$ cat config.mk
export PLATFORM = sky130hd
export DESIGN_NAME = async_rx_core
export DESIGN_NICKNAME = d
export VERILOG_FILES = /design/src/rtl/rx_pkg.sv /design/src/rtl/rx_frame.sv /design/src/rtl/rx_brk.sv /design/src/rtl/rx_hold.sv /design/src/rtl/async_rx_core.sv
export SDC_FILE = /design/constraint.sdc
export NUM_CORES = 1
export LEC_CHECK = 0
export BUFFER_PORTS_ARGS = -buffer_cell sky130_fd_sc_hd__buf_4
export CAP_MARGIN = 20
export CORE_ASPECT_RATIO = 1.2
export CORE_UTILIZATION = 61
export CTS_CLUSTER_DIAMETER = 120
export CTS_CLUSTER_SIZE = 10
export DETAILED_ROUTE_END_ITERATION = 8
export GPL_TIMING_DRIVEN = 0
export PLACE_DENSITY = 0.8
export SYNTH_ARGS = -nofsm -noshare
export SYNTH_HDL_FRONTEND = slang
export SYNTH_HIERARCHICAL = 1
export SYNTH_SLANG_ARGS = --single-unit
$ cat constraint.sdc
create_clock -name clk -period 3.25 [get_ports clk]
set_clock_uncertainty 0.05 [all_clocks]
set_input_delay 0.325 -clock clk [delete_from_list [all_inputs] [get_ports clk]]
set_output_delay 0.325 -clock clk [all_outputs]
set_load 0.01 [all_outputs]
$ cat src/rtl/rx_pkg.sv
package rx_pkg;
    localparam int OVS_MID = 16;
    localparam int OVS_HI  = 64;
    localparam int PH_W    = $clog2(OVS_HI);
    localparam int NT_W    = PH_W + 1;
    localparam int DATA_W  = 8;

    typedef enum logic [2:0] {
        ST_IDLE,
        ST_START,
        ST_DATA,
        ST_PAR,
        ST_STOP
    } rx_state_e;

    typedef struct packed {
        logic [DATA_W-1:0] data;
        logic              perr;
        logic              ferr;
    } rx_char_t;

    function automatic logic [NT_W-1:0] ovs_of(input logic [1:0] sel);
        case (sel)
            2'd0:    ovs_of = NT_W'(1);
            2'd1:    ovs_of = NT_W'(OVS_MID);
            default: ovs_of = NT_W'(OVS_HI);
        endcase
    endfunction
endpackage

$ cat src/rtl/rx_frame.sv
module rx_frame
    import rx_pkg::*;
(
    input  logic     clk,
    input  logic     rst_n,
    input  logic     samp_en,
    input  logic     rxd,
    input  logic [1:0] rate_sel,
    input  logic [1:0] char_len,
    input  logic     par_en,
    input  logic     par_odd,
    output logic     done_o,
    output rx_char_t ch_o
);
    typedef struct packed {
        rx_state_e         st;
        logic [PH_W-1:0]   ph;
        logic [2:0]        idx;
        logic [DATA_W-1:0] sh;
        logic              acc;
        logic              pbit;
        logic              prev;
    } fr_t;

    fr_t q, n;
    logic [NT_W-1:0] nt, last_ph, half_m1;
    logic            at_last, at_half;

    always_comb begin
        n       = q;
        done_o  = 1'b0;
        ch_o    = '0;
        nt      = ovs_of(rate_sel);
        last_ph = nt - 1'b1;
        half_m1 = (nt >> 1) - 1'b1;
        at_last = ({1'b0, q.ph} == last_ph);
        at_half = ({1'b0, q.ph} == half_m1);
        if (samp_en) begin
            n.prev = rxd;
            unique case (q.st)
                ST_IDLE: begin
                    if (q.prev && !rxd) begin
                        n.ph  = '0;
                        n.idx = '0;
                        n.acc = 1'b0;
                        n.st  = (nt == NT_W'(1)) ? ST_DATA : ST_START;
                    end
                end
                ST_START: begin
                    if (at_half) begin
                        n.ph = '0;
                        n.st = rxd ? ST_IDLE : ST_DATA;
                    end else begin
                        n.ph = q.ph + 1'b1;
                    end
                end
                ST_DATA: begin
                    if (at_last) begin
                        n.ph  = '0;
                        n.sh  = {rxd, q.sh[DATA_W-1:1]};
                        n.acc = q.acc ^ rxd;
                        n.idx = q.idx + 1'b1;
                        if (q.idx == {1'b1, char_len})
                            n.st = par_en ? ST_PAR : ST_STOP;
                    end else begin
                        n.ph = q.ph + 1'b1;
                    end
                end
                ST_PAR: begin
                    if (at_last) begin
                        n.ph   = '0;
                        n.pbit = rxd;
                        n.st   = ST_STOP;
                    end else begin
                        n.ph = q.ph + 1'b1;
                    end
                end
                ST_STOP: begin
                    if (at_last) begin
                        n.ph      = '0;
                        n.st      = ST_IDLE;
                        done_o    = 1'b1;
                        ch_o.data = q.sh >> (2'd3 - char_len);
                        ch_o.perr = par_en && ((q.acc ^ q.pbit) != par_odd);
                        ch_o.ferr = !rxd;
                    end else begin
                        n.ph = q.ph + 1'b1;
                    end
                end
                default: n.st = ST_IDLE;
            endcase
        end
    end

    always_ff @(posedge clk or negedge rst_n) begin
        if (!rst_n) begin
            q <= '{st: ST_IDLE, ph: '0, idx: '0, sh: '0, acc: 1'b0, pbit: 1'b0, prev: 1'b1};
        end else begin
            q <= n;
        end
    end

    // a character completes only on a sampling tick
    p_done_on_tick_r1: assert property (@(posedge clk) disable iff (!rst_n)
        done_o |-> samp_en);
endmodule

$ cat src/rtl/rx_brk.sv
module rx_brk
    import rx_pkg::*;
(
    input  logic       clk,
    input  logic       rst_n,
    input  logic       samp_en,
    input  logic       rxd,
    input  logic [1:0] rate_sel,
    input  logic [1:0] char_len,
    input  logic       par_en,
    output logic       brk_o
);
    localparam int MAX_BITS = 2 + DATA_W + 1;
    localparam int CNT_W    = $clog2(2 * MAX_BITS * OVS_HI + 1);

    typedef struct packed {
        logic [CNT_W-1:0] cnt;
        logic             brk;
    } bk_t;

    bk_t q, n;
    logic [CNT_W-1:0] bits_w, nt_w, limit, cnt_inc;

    always_comb begin
        n       = q;
        bits_w  = CNT_W'(7) + CNT_W'(char_len) + CNT_W'(par_en);
        nt_w    = CNT_W'(ovs_of(rate_sel));
        limit   = (bits_w * nt_w) << 1;
        cnt_inc = q.cnt + 1'b1;
        if (samp_en) begin
            if (rxd) begin
                n.cnt = '0;
                n.brk = 1'b0;
            end else begin
                if (q.cnt < limit) n.cnt = cnt_inc;
                if (cnt_inc >= limit) n.brk = 1'b1;
            end
        end
    end

    always_ff @(posedge clk or negedge rst_n) begin
        if (!rst_n) q <= '0;
        else        q <= n;
    end

    assign brk_o = q.brk;

    // a high line on a tick ends the break indication
    p_brk_clear_r10: assert property (@(posedge clk) disable iff (!rst_n)
        (samp_en && rxd) |=> !brk_o);
endmodule

$ cat src/rtl/rx_hold.sv
module rx_hold
    import rx_pkg::*;
(
    input  logic              clk,
    input  logic              rst_n,
    input  logic              load,
    input  rx_char_t          ch,
    input  logic              rd_stb,
    input  logic              err_clr,
    output logic [DATA_W-1:0] data_o,
    output logic              rdy_o,
    output logic              perr_o,
    output logic              ferr_o,
    output logic              ovr_o
);
    typedef struct packed {
        logic [DATA_W-1:0] data;
        logic              rdy;
        logic              perr;
        logic              ferr;
        logic              ovr;
    } hd_t;

    hd_t q, n;

    always_comb begin
        n = q;
        if (rd_stb) n.rdy = 1'b0;
        if (err_clr) begin
            n.perr = 1'b0;
            n.ferr = 1'b0;
            n.ovr  = 1'b0;
        end
        if (load) begin
            n.data = ch.data;
            n.rdy  = 1'b1;
            if (q.rdy && !rd_stb) n.ovr  = 1'b1;
            if (ch.perr)          n.perr = 1'b1;
            if (ch.ferr)          n.ferr = 1'b1;
        end
    end

    always_ff @(posedge clk or negedge rst_n) begin
        if (!rst_n) q <= '0;
        else        q <= n;
    end

    assign data_o = q.data;
    assign rdy_o  = q.rdy;
    assign perr_o = q.perr;
    assign ferr_o = q.ferr;
    assign ovr_o  = q.ovr;


    p_load_sets_rdy_r6: assert property (@(posedge clk) disable iff (!rst_n)
        load |=> rdy_o);

    p_read_clears_r7: assert property (@(posedge clk) disable iff (!rst_n)
        (rd_stb && !load) |=> !rdy_o);

    p_ovr_on_unread_r8: assert property (@(posedge clk) disable iff (!rst_n)
        (load && rdy_o && !rd_stb) |=> ovr_o);

    p_no_ovr_on_read_r9: assert property (@(posedge clk) disable iff (!rst_n)
        (load && rd_stb && !ovr_o) |=> !ovr_o);

    p_perr_sticky_r11: assert property (@(posedge clk) disable iff (!rst_n)
        (perr_o && !err_clr) |=> perr_o);
endmodule

$ cat src/rtl/async_rx_core.sv
module async_rx_core
    import rx_pkg::*;
(
    input  logic       clk,
    input  logic       rst_n,
    input  logic       samp_en,
    input  logic       rxd,
    input  logic [1:0] rate_sel,
    input  logic [1:0] char_len,
    input  logic       par_en,
    input  logic       par_odd,
    input  logic       rd_stb,
    input  logic       err_clr,
    output logic [7:0] rx_data,
    output logic       rx_rdy,
    output logic       par_err,
    output logic       frm_err,
    output logic       ovr_err,
    output logic       brk_det
);
    logic     done;
    rx_char_t ch;

    rx_frame u_frame (
        .clk      (clk),
        .rst_n    (rst_n),
        .samp_en  (samp_en),
        .rxd      (rxd),
        .rate_sel (rate_sel),
        .char_len (char_len),
        .par_en   (par_en),
        .par_odd  (par_odd),
        .done_o   (done),
        .ch_o     (ch)
    );

    rx_brk u_brk (
        .clk      (clk),
        .rst_n    (rst_n),
        .samp_en  (samp_en),
        .rxd      (rxd),
        .rate_sel (rate_sel),
        .char_len (char_len),
        .par_en   (par_en),
        .brk_o    (brk_det)
    );

    rx_hold u_hold (
        .clk     (clk),
        .rst_n   (rst_n),
        .load    (done),
        .ch      (ch),
        .rd_stb  (rd_stb),
        .err_clr (err_clr),
        .data_o  (rx_data),
        .rdy_o   (rx_rdy),
        .perr_o  (par_err),
        .ferr_o  (frm_err),
        .ovr_o   (ovr_err)
    );
endmodule

; Word-level counts from Yosys, hierarchy flattened
; Index checks and enable logic that the tools add are counted.
[word_totals]
ff_bits = 47
output_inout_bits = 13
[classes]
addsub = 8
mul = 1
magnitude_cmp = 2
eq_ne = 16
n_shift = 1
mux = 33
n_bitwise = 2
n_reduce_logical = 20
[ops]
columns = operator, count
row1 = 12-bit two-way mux, 3
row2 = 10-bit two-way mux, 3
row3 = 3-bit two-way mux, 7
row4 = 6-bit one-hot mux with 3 select lines, 1
row5 = 3-bit one-hot mux with 5 select lines, 1
row6 = 6-bit by 7-bit == test with 1-bit output, 2
row7 = 7-bit one-hot mux with 2 select lines, 1
row8 = 6-bit two-way mux, 2
row9 = 2-bit by 1-bit != test with 1-bit output (second input constant), 6
row10 = 11-bit by 1-bit adder with 11-bit output, 1
row11 = 11-bit by 1-bit adder with 11-bit output (second input constant), 1
row12 = 11-bit >= comparator, 1
row13 = 11-bit less-than comparator, 1
row14 = 11-bit by 7-bit multiplier with 10-bit output, 1
row15 = 11-bit two-way mux, 1
row16 = 1-bit two-way mux, 9
row17 = 3-bit AND reduction, 3
row18 = 2-bit nonzero test, 4
row19 = 8-bit by 2-bit >> shifter with 8-bit output, 1
row20 = 7-bit by 1-bit == test with 1-bit output (second input constant), 1
row21 = 7-bit AND reduction, 1
row22 = 6-bit by 1-bit subtractor with 7-bit output (second input constant), 1
row23 = 7-bit by 1-bit subtractor with 7-bit output (second input constant), 1
row24 = 6-bit by 1-bit adder with 6-bit output (second input constant), 1
row25 = other kinds (22), 29

; Longest topological paths before layout
; Gate-level depths: netlist of run 1.
[depth]
word_depth = 9
depth_mapped = 17

; By module
; Netlist of run 1, hierarchy kept.
[modules_own_cells]
columns = module, instances, cells_each, area_per_inst_um2, seq_area_each_um2
row1 = rx_frame, 1, 162, 1622.8, 576.8
row2 = rx_brk, 1, 161, 1421.4, 300.3
row3 = rx_hold, 1, 27, 470.5, 300.3

; Worst setup path before layout of run 1
; Ideal clock, no wire load.
[synth_path]
path_type = input -> register
from = input char_len[0]
to = register u_brk/q[2] (netlist name)
t_arrival_ns = 3.153
required_time_ns = 3.078
setup_slack_ns = -0.075
stages = 16
path_buffers = 1
path_cell_list = inv_1 ha_1 inv_1 ha_1 and2_1 ha_1 ha_1 inv_1 ha_1 a211o_1 a2111oi_0 o21ai_1 o2111ai_2 buf_6 nand3_1 a32o_1
[synth_between]
elab_chain_cells = 6
[synth_rtl]
columns = item, line_no
row1 = from (decl), async_rx_core.sv:9  ; input logic [1:0] char_len,
row2 = 3-bit by 2-bit adder with 4-bit output, rx_brk.sv:26  ; bits_w = CNT_W'(7) + CNT_W'(char_len) + CNT_W'(par_en);
row3 = 11-bit by 1-bit adder with 11-bit output, rx_brk.sv:26
row4 = 11-bit by 7-bit multiplier with 10-bit output, rx_brk.sv:28  ; limit = (bits_w * nt_w) << 1;
row5 = 11-bit less-than comparator, rx_brk.sv:35  ; if (q.cnt < limit) n.cnt = cnt_inc;
row6 = 2-bit nonzero test (no source line), -
row7 = 2-bit AND reduction (no source line), -
row8 = to (signal assigned), rx_brk.sv:43  ; else q <= n;
row9 = to (decl), rx_brk.sv:21  ; bk_t q, n;
; Every way passes these cells.
; A chain may end at the register's enable or synchronous reset.

; Worst setup path in the final report of run 1
[layout_path]
from = input char_len[0]
to = register u_brk/q[3] (netlist name)
; The elaborated chain is that of the path after synthesis.

==> flow_summary.toml, run 1 <==
[final_layout]
diodes = 0
n_fill_cell = 380
multiInputGateArea_um2 = 2290
final_common_cell = "dfrtp_1"
final_cell_mix = "dfrtp_1 (46), buf_4 (25), nand2_1 (24)"
fin_nets = 424
area_growth_pct = 14.9
fin_util = 0.747
regArea_um2 = 1180
drive_gt1_frac = 0.275

[detailed_routing]
drt-total-wl_um = 7510
drt_pass1_iterations = 4
postRouteAntennaNets = 0
vias_per_cell = 6.31
drc = 0
dr_total_vias = 2828
drt_iter0_drc = 169
wl_per_cell_um = 16.8

[critical_path]
path_class = "in -> reg"
cpMaxStageDelayCell = "a32o_1"
crit_fanout = 5
cp-end-kind = "flop"
required_ps = 3400
crit_top_cell = "ha_4"
cp_slowest_stage_delay_ps = 280
cp_data_arrival_time_ps = 3240
crit_path_cell_trace = "buf_6 > inv_2 > ha_4 > inv_2 > ha_4 > and2_4 > ha_4 > ha_4 > inv_4 > ha_4 > a211o_1 > a2111oi_2 > o21ai_1 > o2111ai_2 > buf_6 > nand4_1 > a32o_1"
worst_setup_path_start_kind = "input port"

[timing]
setup_viol = 0
fin_ws_ps = 156
fmax_ghz = 0.323
tightestPinTransition_ps = 622
min_period_over_period = 0.952
drv_slew = 0
maxSlewHeadroom = 0.585
finalHoldViolations = 0
fin_tns_setup_ps = 0
grt_setup_unrepaired = "false"
fin_crit_ps = 3090

[placed_design]
dpl_worst_slack_ps = -314
place_congestion = 0.839
io_buffers = 24
dp_hpwl_um = 5520

[pwr]
design_power_total_uw = 1760
peakVddDrop_mv = 0.563
power_leakage_uw = 0.00191
cellPowerDensity_nw_per_um2 = 435

[clock_network]
cts_root_buffer = "clkbuf_8"
clock_sinks = 47
cts_tree = "yes"
h-tree-depth = 2
clkTransAtPathRegs_ps = 90
numCtsBuffers = 5
clock_latency_ps = 300
clk_path_buf_depth = 2

[synth]
synth.avg_cell_area_um2 = 10.0
syn-num-nets = 389
syn_area_um2 = 3510
async_flop_share = 1.00
synth_cell_type_count = 70
ys_seq_area_frac = 0.335
synth_cells = 350
ys.warnings.count = 6
ys_ff_latch = 47
synth-edff-count = 0
synth_top_flop_cell = "dfrtp_1"

[global_routing]
grt_overflow = 0
grt.total_usage = 0.273
grt_pass1_vias = 2759
grt_pass1_wl_um = 13100
antenna_found_initial = 0
grt_max_degree = 48

[flow_run]
max-cap-violations = 0

[die]
placementRows = 29
die_area_um2 = 6070
start_util = 0.650
num_io_pins = 25
core_um2 = 5410
die_h_um = 85.2
die_w_um = 71.3

[min_path]
hold_class = "in -> reg"

[status]
status = "finished clean"
report_power, final:
group,internal (uW),switching [uW],leakage [uW]
combinational,226,331,0.00120
sequential,631,45.5,0.000642
clock,312,211,0.0000703
total,1170,588,0.00191
cells by family after synthesis:
family	Yosys count	share of synthesized area
muxes	31	0.125
adders and majority gates	27	0.0961
DFF	47	0.335
xor gates and xnor gates	17	0.0445
AOI/OAI and AO/OA	70	0.148
buffers and inverters	30	0.0381
and+or+nand+nor	128	0.213
state kept, by name, indices dropped and copies added (netlist names):
name and flops:
u_hold/ovr_o 1, u_hold/ferr_o 1, u_hold/data_o 8, u_brk/brk_o 1
u_hold/perr_o 1, u_frame/q 23, u_brk/q 11, u_hold/rdy_o 1
timing repair:
item	in CTS	in global routing
hold endpoints to repair	2	0
hold buffers	1	0
buffers inserted	0	2
endpoints found under the setup margin	0	10
resized for setup	0	5
path summary, 6_finish.rpt:
kind,start,to,slack [ps],depth (start not counted)
max reg2reg,u_brk/q[1],u_brk/brk_o,260,12
max,char_len[0],u_brk/q[3],160,17
min,rd_stb,u_hold/rdy_o,290,3
min in group asynchronous,rst_n,u_brk/brk_o,520,2
min reg2reg,u_hold/data_o[0],u_hold/data_o[0],470,1
max in group asynchronous,rst_n,u_frame/q[11],2210,2
through the flow:
step	hold WS, ps	area [um2]	std cells
4_1_cts	283	4000	445
3_5_place_dp	330	3850	436
3_3_place_gp	328	3850	436
5_1_grt	291	4040	448
6_report	288	4040	448
2_1_floorplan	-20.6	3590	350
Yosys cell counts, types with 2 or more instances:
library cell	count	area share
clkbuf_1	7	0.0075
a31oi_1	3	0.0053
buf_2	3	0.0043
dfrtp_1	46	0.33
nand3_4	2	0.010
o31ai_1	2	0.0043
nand2b_1	6	0.011
o22ai_1	2	0.0036
a32o_1	6	0.017
nor3_1	12	0.017
o31a_1	3	0.0075
inv_1	15	0.016
xnor2_1	7	0.017
o21ai_0	15	0.021
a21oi_1	9	0.013
nand3_1	13	0.019
and2_1	12	0.021
and4_1	3	0.0075
a22o_2	2	0.0057
nand2_1	25	0.027
mux4_2	4	0.026
xor2_1	9	0.022
buf_6	2	0.0064
nor2b_1	4	0.0071
and3_1	6	0.011
a2111oi_0	2	0.0050
o21a_1	2	0.0043
or3_1	2	0.0036
ha_1	27	0.096
mux2_4	14	0.060
nor2_1	16	0.017
o211ai_1	3	0.0064
a211oi_1	2	0.0043
mux2i_1	6	0.017
mux2_2	7	0.022
nand4_1	10	0.018
a31o_2	2	0.0050
a21o_1	3	0.0064
or2_2	5	0.0089
critical path: cells and delay by family:
family                     cells  cell delay (ps)
and+or+nand+nor                2              250
adders and majority gates      5             1240
AOI/OAI and AO/OA              5             1050
buffers and inverters          5              400
final cells by class:
type | count | area share
repair buffers | 28 | 0.0530
well taps | 62 | 0.0192
clock inverters | 3 | 0.0177
plain buffers | 14 | 0.0180
flip-flops and latches | 47 | 0.292
clock buffers | 5 | 0.0170
multi-input cells | 273 | 0.568
inverters | 16 | 0.0158
per-layer routing:
layer,vias to the layer above,routed length (um),global-route usage
li1,1370,-,-
met1,1408,3280,0.352
met2,43,3980,0.482
met3,7,185,0.0321
met4,0,69,0.0727
met5,-,0,0
(Power assumes the default switching activity.)
==> run 2: changes to the inputs <==
==> constraint.sdc (replaced) <==
create_clock -name clk -period 3.2 [get_ports clk]
set_clock_uncertainty 0.05 [all_clocks]
set_input_delay 0.32 -clock clk [delete_from_list [all_inputs] [get_ports clk]]
set_output_delay 0.32 -clock clk [all_outputs]
set_load 0.01 [all_outputs]
==> run 2 against run 1 <==
Net effect:
- the flow now finishes with violations (DRC)
- die area did not move
- flip-flop and latch count did not move
- register-to-register slack barely moved
- count of clock-buffer cells in the layout did not move
- sequential power rose by 1%
- total power fell by 3.0%
- final cell count fell by 0.22%
- wire length rose by 1.1%
==> flow_summary.toml, run 2 (synthesized netlist as in run 1, its figures left out) <==
[global_routing]
grt.total_usage = 0.274
grt_pass1_wl_um = 13200
grt_overflow = 0
grt_max_degree = 48
grt_pass1_vias = 2783
antenna_found_initial = 0

[pwr]
swShare = 0.348
sequentialPowerShare = 0.403
cellPowerDensity_nw_per_um2 = 419
power_leakage_uw = 0.00190
combPwrFrac = 0.336
p_int_uw = 1110
p_clk_frac = 0.261
design_power_total_uw = 1700
power.switching_uw = 593
peakVddDrop_mv = 0.418

[min_path]
min_path_cells = 3
hold_class = "in -> reg"

[critical_path]
crit_fanout = 5
cpMaxStageDelayCell = "a211o_1"
r2r_cells = 12
required_ps = 3340
crit_path_cell_trace = "buf_4 > inv_4 > ha_4 > inv_2 > ha_4 > and2_4 > ha_4 > ha_4 > inv_4 > ha_4 > a211o_1 > a2111oi_2 > o21ai_1 > o2111ai_2 > buf_6 > nand4_1 > a32o_1"
cp-end-kind = "flop"
cp_data_arrival_time_ps = 3250
crit_top_cell = "ha_4"
path_class = "in -> reg"
worst_setup_path_start_kind = "input port"
cp_slowest_stage_delay_ps = 290

[die]
start_util = 0.650
die_w_um = 71.3
placementRows = 29
num_io_pins = 25
die_area_um2 = 6070
die_h_um = 85.2
core_um2 = 5410

[placed_design]
dpl_worst_slack_ps = -401
placed_area_um2 = 3860
place_congestion = 0.843
io_buffers = 24
dp_hpwl_um = 5570

[status]
status = "complete, but fails checks"
violations = "DRC"

[timing]
finalHoldViolations = 0
grt_setup_unrepaired = "false"
tightestPinTransition_ps = 613
fmax_ghz = 0.321
fin_tns_setup_ps = 0
min_period_over_period = 0.975
fin_ws_ps = 81.0
setup_viol = 0
drv_slew = 0
fin_crit_ps = 3120
maxSlewHeadroom = 0.591

[final_layout]
drive_gt1_frac = 0.278
final_cell_mix = "dfrtp_1 (46), buf_4 (25), nand2_1 (24)"
fin_nets = 423
diodes = 0
area_growth_pct = 15.6
final_cell_area_um2 = 4060
final_common_cell = "dfrtp_1"
largest_register_ff_count = 23
top_register = "u_frame/q"
fin_util = 0.751

[clock_network]
cts_tree = "yes"
h-tree-depth = 2
clock_latency_ps = 300
clk_path_buf_depth = 2
clock_sinks = 47
numCtsBuffers = 5
clkTransAtPathRegs_ps = 90
cts_root_buffer = "clkbuf_8"

[detailed_routing]
postRouteAntennaNets = 0
dr_total_vias = 2846
wl_per_cell_um = 17.0
drt-total-wl_um = 7590
drc = 1
drt_iter0_drc = 230
vias_per_cell = 6.37
drt_pass1_iterations = 7

[flow_run]
max-cap-violations = 0
==> run 2: power groups by stage <==
stage | Combinational (uW) | Clock, uW | Sequential, uW
floorplan | 415 | 0 | 688
global placement | 526 | 0 | 695
detailed placement | 545 | 0 | 698
CTS | 556 | 456 | 686
global route | 638 | 480 | 692
finish | 573 | 445 | 686
==> run 2: area by class of cell <==
type	instances	area, um2
repair buffers	27	218
fillers	381	1350
inverters	16	78.8
plain buffers	14	75.1
multi-input cells	273	2320
well taps	62	77.6
clock buffers	5	68.8
flip-flops and latches	47	1180
clock inverters	3	46.3
==> run 2: final timing paths <==
check	slack [ps]	start	endpoint
setup / recovery	80	char_len[1]	u_brk/q[3]
hold / removal	290	rd_stb	u_hold/rdy_o
setup reg to reg	270	u_brk/q[1]	u_brk/brk_o
hold reg to reg	460	u_hold/ovr_o	u_hold/ovr_o
max in group asynchronous	2170	rst_n	u_frame/q[10]
min in group asynchronous	530	rst_n	u_brk/q[11]
==> run 2: layer usage <==
layer	routed length, um	track usage
met2	3980	0.482
met3	258	0.0297
met5	0	0
met1	3240	0.356
met4	111	0.0782
==> run 2: metrics by stage <==
stage / hold WS (ps) / instances
after floorplan: -25.6 / 350
after global placement: 327 / 436
after detailed placement: 324 / 436
after CTS: 274 / 447
after global routing: 291 / 447
final: 287 / 447
==> run 2: worst max-delay path, delay by kind of cell <==
kind            cells  cell delay, ps
buf+inv             5             390
fa+ha+maj           5            1210
compound gates      5            1080
simple gates        2             260
==> run 2: repair_timing <==
| action | in CTS | in global routing |
|---|---|---|
| cloned | 1 | 0 |
| endpoints found under the setup margin | 9 | 12 |
| buffers inserted | 1 | 0 |
| resized for setup | 2 | 11 |
| hold buffers | 1 | 0 |
| hold endpoints to repair | 22 | 0 |
| pin swaps | 0 | 7 |
